$ cat config.mk
export PLATFORM = sky130hd
export DESIGN_NAME = sprite_compositor
export DESIGN_NICKNAME = d
export VERILOG_FILES = /design/src/rtl/spr_pkg.sv /design/src/rtl/spr_ctrl.sv /design/src/rtl/spr_datapath.sv /design/src/rtl/sprite_compositor.sv
export SDC_FILE = /design/constraint.sdc
export NUM_CORES = 2
export LEC_CHECK = 0
export CORE_ASPECT_RATIO = 0.5
export CORE_UTILIZATION = 66
export CTS_BUF_LIST = sky130_fd_sc_hd__clkbuf_8 sky130_fd_sc_hd__clkbuf_16
export DETAILED_ROUTE_END_ITERATION = 16
export PLACE_DENSITY = 0.85
export SYNTH_ARGS = -nofsm -noshare
export SYNTH_HDL_FRONTEND = slang
export SYNTH_HIERARCHICAL = 1
export SYNTH_SLANG_ARGS = --single-unit
$ cat constraint.sdc
create_clock -name clk -period 4.9 [get_ports clk]
set_input_delay 0.98 -clock clk [delete_from_list [all_inputs] [get_ports clk]]
set_output_delay 0.98 -clock clk [all_outputs]
set_load 0.1 [all_outputs]
$ cat src/rtl/spr_pkg.sv
package spr_pkg;
  localparam int NUM_SPR    = 8;
  localparam int SPR_IDX_W  = $clog2(NUM_SPR);
  localparam int XW         = 12;
  localparam int YW         = 10;
  localparam int PIXW       = 8;
  localparam int HEIGHT     = 21;
  localparam int LINE_BYTES = 3;
  localparam int BYTE_W     = 8;
  localparam int LINE_BITS  = LINE_BYTES * BYTE_W;
  localparam int LINE_W     = $clog2(HEIGHT);
  localparam int OFF_W      = $clog2(HEIGHT * LINE_BYTES);
  localparam int BYTE_IDX_W = 2;
  localparam int CNT_W      = $clog2(LINE_BITS);

  typedef struct packed {
    logic                  valid;
    logic [SPR_IDX_W-1:0]  spr;
    logic [BYTE_IDX_W-1:0] byteSel;
    logic [BYTE_W-1:0]     data;
  } dlv_t;

  typedef struct packed {
    logic [PIXW-1:0] pix;
    logic [XW-1:0]   x;
    logic            border;
  } pix_t;

  typedef struct packed {
    logic [LINE_BYTES-1:0] byteWe;
    logic                  colourWe;
    logic                  start;
    logic                  shift;
    logic                  enabled;
  } strobe_t;
endpackage

$ cat src/rtl/spr_ctrl.sv
module spr_ctrl
  import spr_pkg::*;
#(
  parameter int SPR_ID = 0
) (
  input  logic                 clk,
  input  logic                 rstN,
  input  logic                 cfgWe,
  input  logic [SPR_IDX_W-1:0] cfgSel,
  input  logic                 cfgEn,
  input  logic [XW-1:0]        cfgX,
  input  logic [YW-1:0]        cfgY,
  input  dlv_t                 dlvIn,
  input  logic [XW-1:0]        xIn,
  input  logic [YW-1:0]        lineY,
  output strobe_t              stb,
  output logic                 reqValid,
  output logic [OFF_W-1:0]     reqOff
);
  logic [XW-1:0]    sprX;
  logic [YW-1:0]    sprY;
  logic             en;
  logic [CNT_W-1:0] cnt;
  logic             cfgHit;
  logic             hitStart;
  logic [YW-1:0]    diff;
  logic             inRange;
  logic [OFF_W-1:0] lineOff;

  assign cfgHit   = cfgWe && (cfgSel == SPR_IDX_W'(SPR_ID));
  assign hitStart = en && (xIn == sprX);
  assign diff     = lineY - sprY;
  assign inRange  = en && (lineY >= sprY) && (diff < YW'(HEIGHT));
  assign lineOff  = OFF_W'(diff[LINE_W-1:0]) * OFF_W'(LINE_BYTES);

  always_comb begin
    stb          = '0;
    stb.colourWe = cfgHit;
    stb.start    = hitStart;
    stb.shift    = !hitStart && (cnt != '0);
    stb.enabled  = en;
    for (int b = 0; b < LINE_BYTES; b++) begin
      stb.byteWe[b] = dlvIn.valid && (dlvIn.spr == SPR_IDX_W'(SPR_ID)) &&
                      (dlvIn.byteSel == BYTE_IDX_W'(b));
    end
  end

  always_ff @(posedge clk or negedge rstN) begin
    if (!rstN) begin
      sprX     <= '0;
      sprY     <= '0;
      en       <= 1'b0;
      cnt      <= '0;
      reqValid <= 1'b0;
      reqOff   <= '0;
    end else begin
      if (cfgHit) begin
        sprX <= cfgX;
        sprY <= cfgY;
        en   <= cfgEn;
      end
      if (hitStart)        cnt <= CNT_W'(LINE_BITS - 1);
      else if (cnt != '0)  cnt <= cnt - 1'b1;
      reqValid <= inRange;
      reqOff   <= inRange ? lineOff : '0;
    end
  end

  p_req_bounds_r9: assert property (@(posedge clk) disable iff (!rstN)
    reqValid |-> (reqOff <= OFF_W'((HEIGHT - 1) * LINE_BYTES)));

  p_req_needs_enable_r9: assert property (@(posedge clk) disable iff (!rstN)
    (rstN && !en) |=> !reqValid);

  p_byte_onehot_r7: assert property (@(posedge clk) disable iff (!rstN)
    $onehot0(stb.byteWe));
endmodule

$ cat src/rtl/spr_datapath.sv
module spr_datapath
  import spr_pkg::*;
(
  input  logic              clk,
  input  logic              rstN,
  input  strobe_t           stb,
  input  logic [PIXW-1:0]   cfgColour,
  input  logic [BYTE_W-1:0] dlvData,
  input  pix_t              pixIn,
  output pix_t              pixOut
);
  logic [PIXW-1:0]      colour;
  logic [LINE_BITS-1:0] lineBuf;
  logic [LINE_BITS-1:0] shReg;
  logic                 curBit;
  logic                 paint;
  pix_t                 pixNext;

  assign curBit = stb.start ? lineBuf[LINE_BITS-1] : shReg[LINE_BITS-1];
  assign paint  = (stb.start || stb.shift) && stb.enabled && curBit && !pixIn.border;

  always_comb begin
    pixNext        = pixIn;
    pixNext.pix    = paint ? colour : pixIn.pix;
  end

  always_ff @(posedge clk or negedge rstN) begin
    if (!rstN) begin
      colour  <= '0;
      lineBuf <= '0;
      shReg   <= '0;
      pixOut  <= '0;
    end else begin
      if (stb.colourWe) colour <= cfgColour;
      for (int b = 0; b < LINE_BYTES; b++) begin
        if (stb.byteWe[b]) lineBuf[LINE_BITS-1-BYTE_W*b -: BYTE_W] <= dlvData;
      end
      if (stb.start)      shReg <= {lineBuf[LINE_BITS-2:0], 1'b0};
      else if (stb.shift) shReg <= {shReg[LINE_BITS-2:0], 1'b0};
      pixOut <= pixNext;
    end
  end

  p_pass_when_off_r2: assert property (@(posedge clk) disable iff (!rstN)
    (rstN && !stb.enabled) |=> (pixOut == $past(pixIn)));

  p_border_keeps_r4: assert property (@(posedge clk) disable iff (!rstN)
    (rstN && pixIn.border) |=> (pixOut.pix == $past(pixIn.pix)));

  p_paint_is_colour_r5: assert property (@(posedge clk) disable iff (!rstN)
    rstN |=> ((pixOut.pix == $past(pixIn.pix)) || (pixOut.pix == $past(colour))));

  p_line_hold_r7: assert property (@(posedge clk) disable iff (!rstN)
    (rstN && (stb.byteWe == '0)) |=> $stable(lineBuf));
endmodule

$ cat src/rtl/sprite_compositor.sv
module sprite_compositor
  import spr_pkg::*;
(
  input  logic                       clk,
  input  logic                       rstN,
  input  logic [XW-1:0]              beamX,
  input  logic [YW-1:0]              lineY,
  input  logic [PIXW-1:0]            bgPix,
  input  logic                       borderIn,
  input  logic                       cfgWe,
  input  logic [SPR_IDX_W-1:0]       cfgSel,
  input  logic                       cfgEn,
  input  logic [XW-1:0]              cfgX,
  input  logic [YW-1:0]              cfgY,
  input  logic [PIXW-1:0]            cfgColour,
  input  logic                       dlvValid,
  input  logic [SPR_IDX_W-1:0]       dlvSpr,
  input  logic [BYTE_IDX_W-1:0]      dlvByte,
  input  logic [BYTE_W-1:0]          dlvData,
  output logic [PIXW-1:0]            outPix,
  output logic [XW-1:0]              outX,
  output logic                       outBorder,
  output logic [NUM_SPR-1:0]         reqValid,
  output logic [NUM_SPR*OFF_W-1:0]   reqOff
);
  dlv_t dlvHead;
  dlv_t dlvStage [NUM_SPR];
  pix_t pixChain [NUM_SPR+1];

  assign dlvHead.valid   = dlvValid;
  assign dlvHead.spr     = dlvSpr;
  assign dlvHead.byteSel = dlvByte;
  assign dlvHead.data    = dlvData;

  assign pixChain[0].pix    = bgPix;
  assign pixChain[0].x      = beamX;
  assign pixChain[0].border = borderIn;

  // Delivery records move one stage per cycle from the head.
  always_ff @(posedge clk or negedge rstN) begin
    if (!rstN) begin
      for (int i = 0; i < NUM_SPR; i++) dlvStage[i] <= '0;
    end else begin
      dlvStage[0] <= dlvHead;
      for (int i = 1; i < NUM_SPR; i++) dlvStage[i] <= dlvStage[i-1];
    end
  end

  // Position 0 is the highest-numbered sprite; the tail has sprite 0.
  for (genvar p = 0; p < NUM_SPR; p++) begin : g_stage
    localparam int SPR = NUM_SPR - 1 - p;
    strobe_t          stb;
    logic             rqV;
    logic [OFF_W-1:0] rqO;

    spr_ctrl #(.SPR_ID(SPR)) u_ctrl (
      .clk      (clk),
      .rstN     (rstN),
      .cfgWe    (cfgWe),
      .cfgSel   (cfgSel),
      .cfgEn    (cfgEn),
      .cfgX     (cfgX),
      .cfgY     (cfgY),
      .dlvIn    (dlvStage[p]),
      .xIn      (pixChain[p].x),
      .lineY    (lineY),
      .stb      (stb),
      .reqValid (rqV),
      .reqOff   (rqO)
    );

    spr_datapath u_dp (
      .clk       (clk),
      .rstN      (rstN),
      .stb       (stb),
      .cfgColour (cfgColour),
      .dlvData   (dlvStage[p].data),
      .pixIn     (pixChain[p]),
      .pixOut    (pixChain[p+1])
    );

    assign reqValid[SPR]              = rqV;
    assign reqOff[SPR*OFF_W +: OFF_W] = rqO;
  end

  assign outPix    = pixChain[NUM_SPR].pix;
  assign outX      = pixChain[NUM_SPR].x;
  assign outBorder = pixChain[NUM_SPR].border;
endmodule

==> results by stage <==
Clocking:
- After clock tree synthesis, the setup repair step added 0 buffers.
- The number of sinks handled by clock tree synthesis is 1000.
- The TritonCTS clock tree is yes.
- TritonCTS created 83 clock buffers.
- No sink is reached through more buffers than the 3 on the longest clock path.
- For the worst-skew pair, the clock arrives at the later sink with an insertion delay of 0.67 ns.
- After clock tree synthesis, the flow added hold-fix buffers numbering 0.
- The maximum level of the CTS H-tree is 3.
- The clock transition at the registers of the reported paths is 0.06 ns.
- The root buffer cell chosen for the clock tree is sky130_fd_sc_hd__clkbuf_16.
- Post-CTS repair changed the size of 0 cells.

Critical path:
- The category of cells accounting for the largest share of critical-path delay is buffers and inverters.
- The signal on the critical path passes through clkdlybuf4s50_1 > ha_1 > or2_1 > o22ai_1 > xnor2_1 > inv_1 > ha_1 > a21boi_0 > mux2i_1 > a221o_1 > nor4_1.
- For the worst setup path, the data required time is 5.42 ns.
- The worst setup path is captured at a register.
- The worst-path maximum fanout is 8.
- The worst setup path is of the in2reg kind.
- The cell seen most often among critical-path stages is sky130_fd_sc_hd__ha_1.
- The worst setup path is launched from an input port.
- The delay of the slowest cell on the worst path is 0.85 ns.
- Counting both buffers and inverters, the worst setup path holds a total of 2.
- The cell at the slowest stage of the critical path is sky130_fd_sc_hd__clkdlybuf4s50_1.
- The arrival time of data at the critical path endpoint is 4.44 ns.

Synth:
- The number of warnings reported in the yosys synthesis log is 6.
- In the synthesized netlist the async set-or-reset flop fraction comes to 1.000.
- The number of synthesized flops with an enable pin is 0.
- The number of unique standard cell types used by synthesis is 65.
- A synthesized cell averages 11.96 µm².
- Synthesis handed over a netlist of 3704 instances.
- The synthesized design contains 1000 register bits.
- In this run the cell area of the synthesized design comes to 44300 µm².
- The number of nets in the synthesized netlist is 3946.
- For this run, the register share of the synthesized area comes to 0.5649.
- The most frequently used flop master after synthesis is sky130_fd_sc_hd__dfrtp_1.

Timing:
- The minimum period implied by the final worst setup slack is 3.918 ns.
- The clock tree skew after final layout is 0.02780 ns.
- Setup repair after global routing left no endpoint under its margin.
- Adding up every negative setup slack in the final design gives 0 ns.
- The highest achievable clock rate is 255.3 MHz.
- The number of failing setup endpoints in the final timing report is 0.
- The hold violation count in the final report was 0.
- The final cycle utilization of the critical path is 0.7995.
- The actual transition at the worst max-transition pin is 1.388 ns.
- The number of pins exceeding their max-slew limit in the final report was 0.
- The headroom to the max-slew limit is 0.07279.

Finish:
- The share of the core filled with cells in the final layout is 0.7510.
- The filler cells instantiated in the layout total 3915.
- Of the cells placed in the final design, the portion with a size suffix greater than 1 is 0.1614.
- The summed area of non-filler cells in the final layout is 49300 µm².
- The area added between synthesis and finish is 11.30%.
- After the last flow step, the layout net total stands at 4043.
- The final cell count without fillers is 4753.

Power and ir drop:
- The total power draw is 22410 µW.
- Dividing total power by cell area gives a power density of 454.6 nW/µm².
- The analysis attributes to cell leakage a power of 0.02331 µW.
- Across the VDD grid, the largest voltage drop is 319.6 µV.

Floorplan:
- The chip width is 368.4 µm.
- 159 I/O pins were placed.
- For this configuration, the core starts out at a cell density of 0.6747.
- The die covers 68220 µm².
- The standard-cell row count is 66.
- The floorplan die height is 185.2 µm.
- The core region is 65650 µm².

Place:
- The final weighted congestion in routability-driven placement is 0.9119.
- Summed over all nets, the half-perimeter wirelength after detailed placement is 64500 µm.
- The number of placed instances, taps included, is 4600.
- The number of buffers inserted by port buffering is 158.
- The cell area after placement is 46400 µm².

GRT:
- The first global-routing pass estimated 160200 µm of wire.
- Entering global routing, the biggest net connects 117 pins.
- The initial antenna violation count came to 3.
- The via count of the first global-routing pass is 29900.
- The remaining global-route overflow is 0.
- The overall global routing resource usage is 0.2997.

Worst hold path:
- The class of the worst hold path is in2async.

Detailed routing:
- For this run, design rule violations remaining after detail routing come to 0.
- Dividing the detail-routed wire length by the instance count gives 21.05 µm.
- In this run the remaining antenna-violating nets after routing total 0.
- The final route contains 28690 vias.
- The initial DRC count is 2521.
- Before antenna repair, the detailed router went through 6 iterations.
- Wires add up to 100000 µm.
- In the routed layout, each cell is associated on average with a via count of 6.036.

Outcome:
- The run finished with clean final reports.

Job:
- The tool flagged a number of max-cap violations equal to 0.
-- layer usage --
metal  GRT usage  part of all wire  routed length [µm]
met5           0                 0                   0
met3     0.05362             0.059                5915
met1      0.3858              0.41               40640
met4      0.1178             0.037                3722
met2      0.5106              0.50               49750
-- power by group --
group	internal (µW)	switching [µW]	leakage (µW)	total [µW]
combinational	2340	3090	0.00926	5430
clock	3870	3110	0.00146	6980
sequential	9280	716	0.0126	9990
total	15500	6920	0.0233	22400
-- cells in the mapped netlist, drive strengths merged (32+ instances only) --
cell | number | share of area
mux2i | 186 | 0.042
ha | 144 | 0.041
buf | 153 | 0.021
dfrtp | 1000 | 0.56
xor2 | 95 | 0.019
nand2b | 55 | 0.0078
nor3 | 38 | 0.0047
nand2 | 519 | 0.044
inv | 177 | 0.015
clkbuf | 47 | 0.0042
o21ai | 294 | 0.033
mux2 | 376 | 0.096
xnor2 | 64 | 0.013
nand4 | 32 | 0.0045
nor2 | 47 | 0.0040
a21oi | 80 | 0.011
nor4 | 81 | 0.011
-- sequential cells by signal, indices dropped and copies added, names as in the netlist --
register,count
g_stage.u_dp/shReg,184
g_stage.u_ctrl/sprX,96
g_stage.u_dp/lineBuf,192
g_stage.u_ctrl/cnt,40
g_stage.u_dp/colour,64
g_stage.u_ctrl/en,8
g_stage.u_dp/pixOut,168
g_stage.u_ctrl/reqOff,48
g_stage.u_ctrl/reqValid,8
g_stage.u_ctrl/sprY,80
dlvStage,112
-- placed cells by master (no fill, tap or decap), types with 11 or more instances in the layout --
cell type                         netlist  routed
sky130_fd_sc_hd__o21a_1                15      15
sky130_fd_sc_hd__o21ai_0              290     290
sky130_fd_sc_hd__inv_1                177     188
sky130_fd_sc_hd__mux2i_1              186     186
sky130_fd_sc_hd__nand3b_1              16      16
sky130_fd_sc_hd__nand4_1               32      32
sky130_fd_sc_hd__dfrtp_1             1000    1000
sky130_fd_sc_hd__o221ai_1              21      21
sky130_fd_sc_hd__xnor2_1               64      64
sky130_fd_sc_hd__clkinv_2               0      17
sky130_fd_sc_hd__clkdlybuf4s50_1        0     157
sky130_fd_sc_hd__clkbuf_8               0      21
sky130_fd_sc_hd__o211ai_1              15      15
sky130_fd_sc_hd__and2_1                14      14
sky130_fd_sc_hd__nor3b_1               16      15
sky130_fd_sc_hd__buf_4                 63      46
sky130_fd_sc_hd__nor4_1                81      81
sky130_fd_sc_hd__fa_1                  16      16
sky130_fd_sc_hd__a21o_1                19      19
sky130_fd_sc_hd__a21oi_1               72      72
sky130_fd_sc_hd__ha_1                 144     144
sky130_fd_sc_hd__nor3_1                34      33
sky130_fd_sc_hd__nand2_1              518     518
sky130_fd_sc_hd__nand3_1               11      11
sky130_fd_sc_hd__xor2_1                95      95
sky130_fd_sc_hd__nand2b_1              55      55
sky130_fd_sc_hd__clkbuf_16              0      83
sky130_fd_sc_hd__nor2_1                47      46
sky130_fd_sc_hd__mux2_2               376     376
sky130_fd_sc_hd__o22ai_1               14      14
sky130_fd_sc_hd__nor2b_1               23      23
-- cells by family after synthesis --
| family | share of synthesized area |
|---|---|
| AND/OR/NAND/NOR | 0.1019 |
| flip-flops | 0.5649 |
| multiplexers | 0.1376 |
| adder cells (fa/ha/maj) | 0.04790 |
| XOR/XNOR | 0.03144 |
| AO/OA/AOI/OAI | 0.07556 |
| buffers and inverters | 0.04067 |
-- area by class of cell --
| type | count | area (µm²) | share of cell area |
|---|---|---|---|
| antenna | 3 | 7.507 | 0.0001523 |
| clock buffer | 104 | 2366 | 0.04799 |
| clock inverter | 46 | 518.0 | 0.01051 |
| inverter | 177 | 664.4 | 0.01348 |
| multi-input combinational | 2327 | 17520 | 0.3554 |
| sequential | 1000 | 25020 | 0.5076 |
| tap | 884 | 1106 | 0.02243 |
| timing repair buffer | 212 | 2092 | 0.04243 |
-- worst paths after layout --
check	startpoint	end	slack, ns	depth (start not counted)
min reg2reg	dlvStage[108]	dlvStage[94]	0.37	0
min	rstN	g_stage[2].u_ctrl/reqOff[4]	0.33	1
max reg2reg	g_stage[7].u_ctrl/sprX[0]	g_stage[7].u_dp/pixOut[14]	1.53	9
min in group clk	dlvStage[108]	dlvStage[94]	0.37	0
max	lineY[2]	g_stage[5].u_ctrl/reqOff[3]	0.98	11
max in group asynchronous	rstN	dlvStage[109]	3.33	2
-- stage by stage --
stage                     setup slack (ns)  hold WS (ns)
after global routing                0.8540        0.3825
final                               0.9824        0.3274
after global placement              0.6679        0.3523
after detailed placement            0.4955        0.3591
after floorplan                      1.827        0.3454
after CTS                            1.073        0.3712
Power figures use the tool's default switching activity.
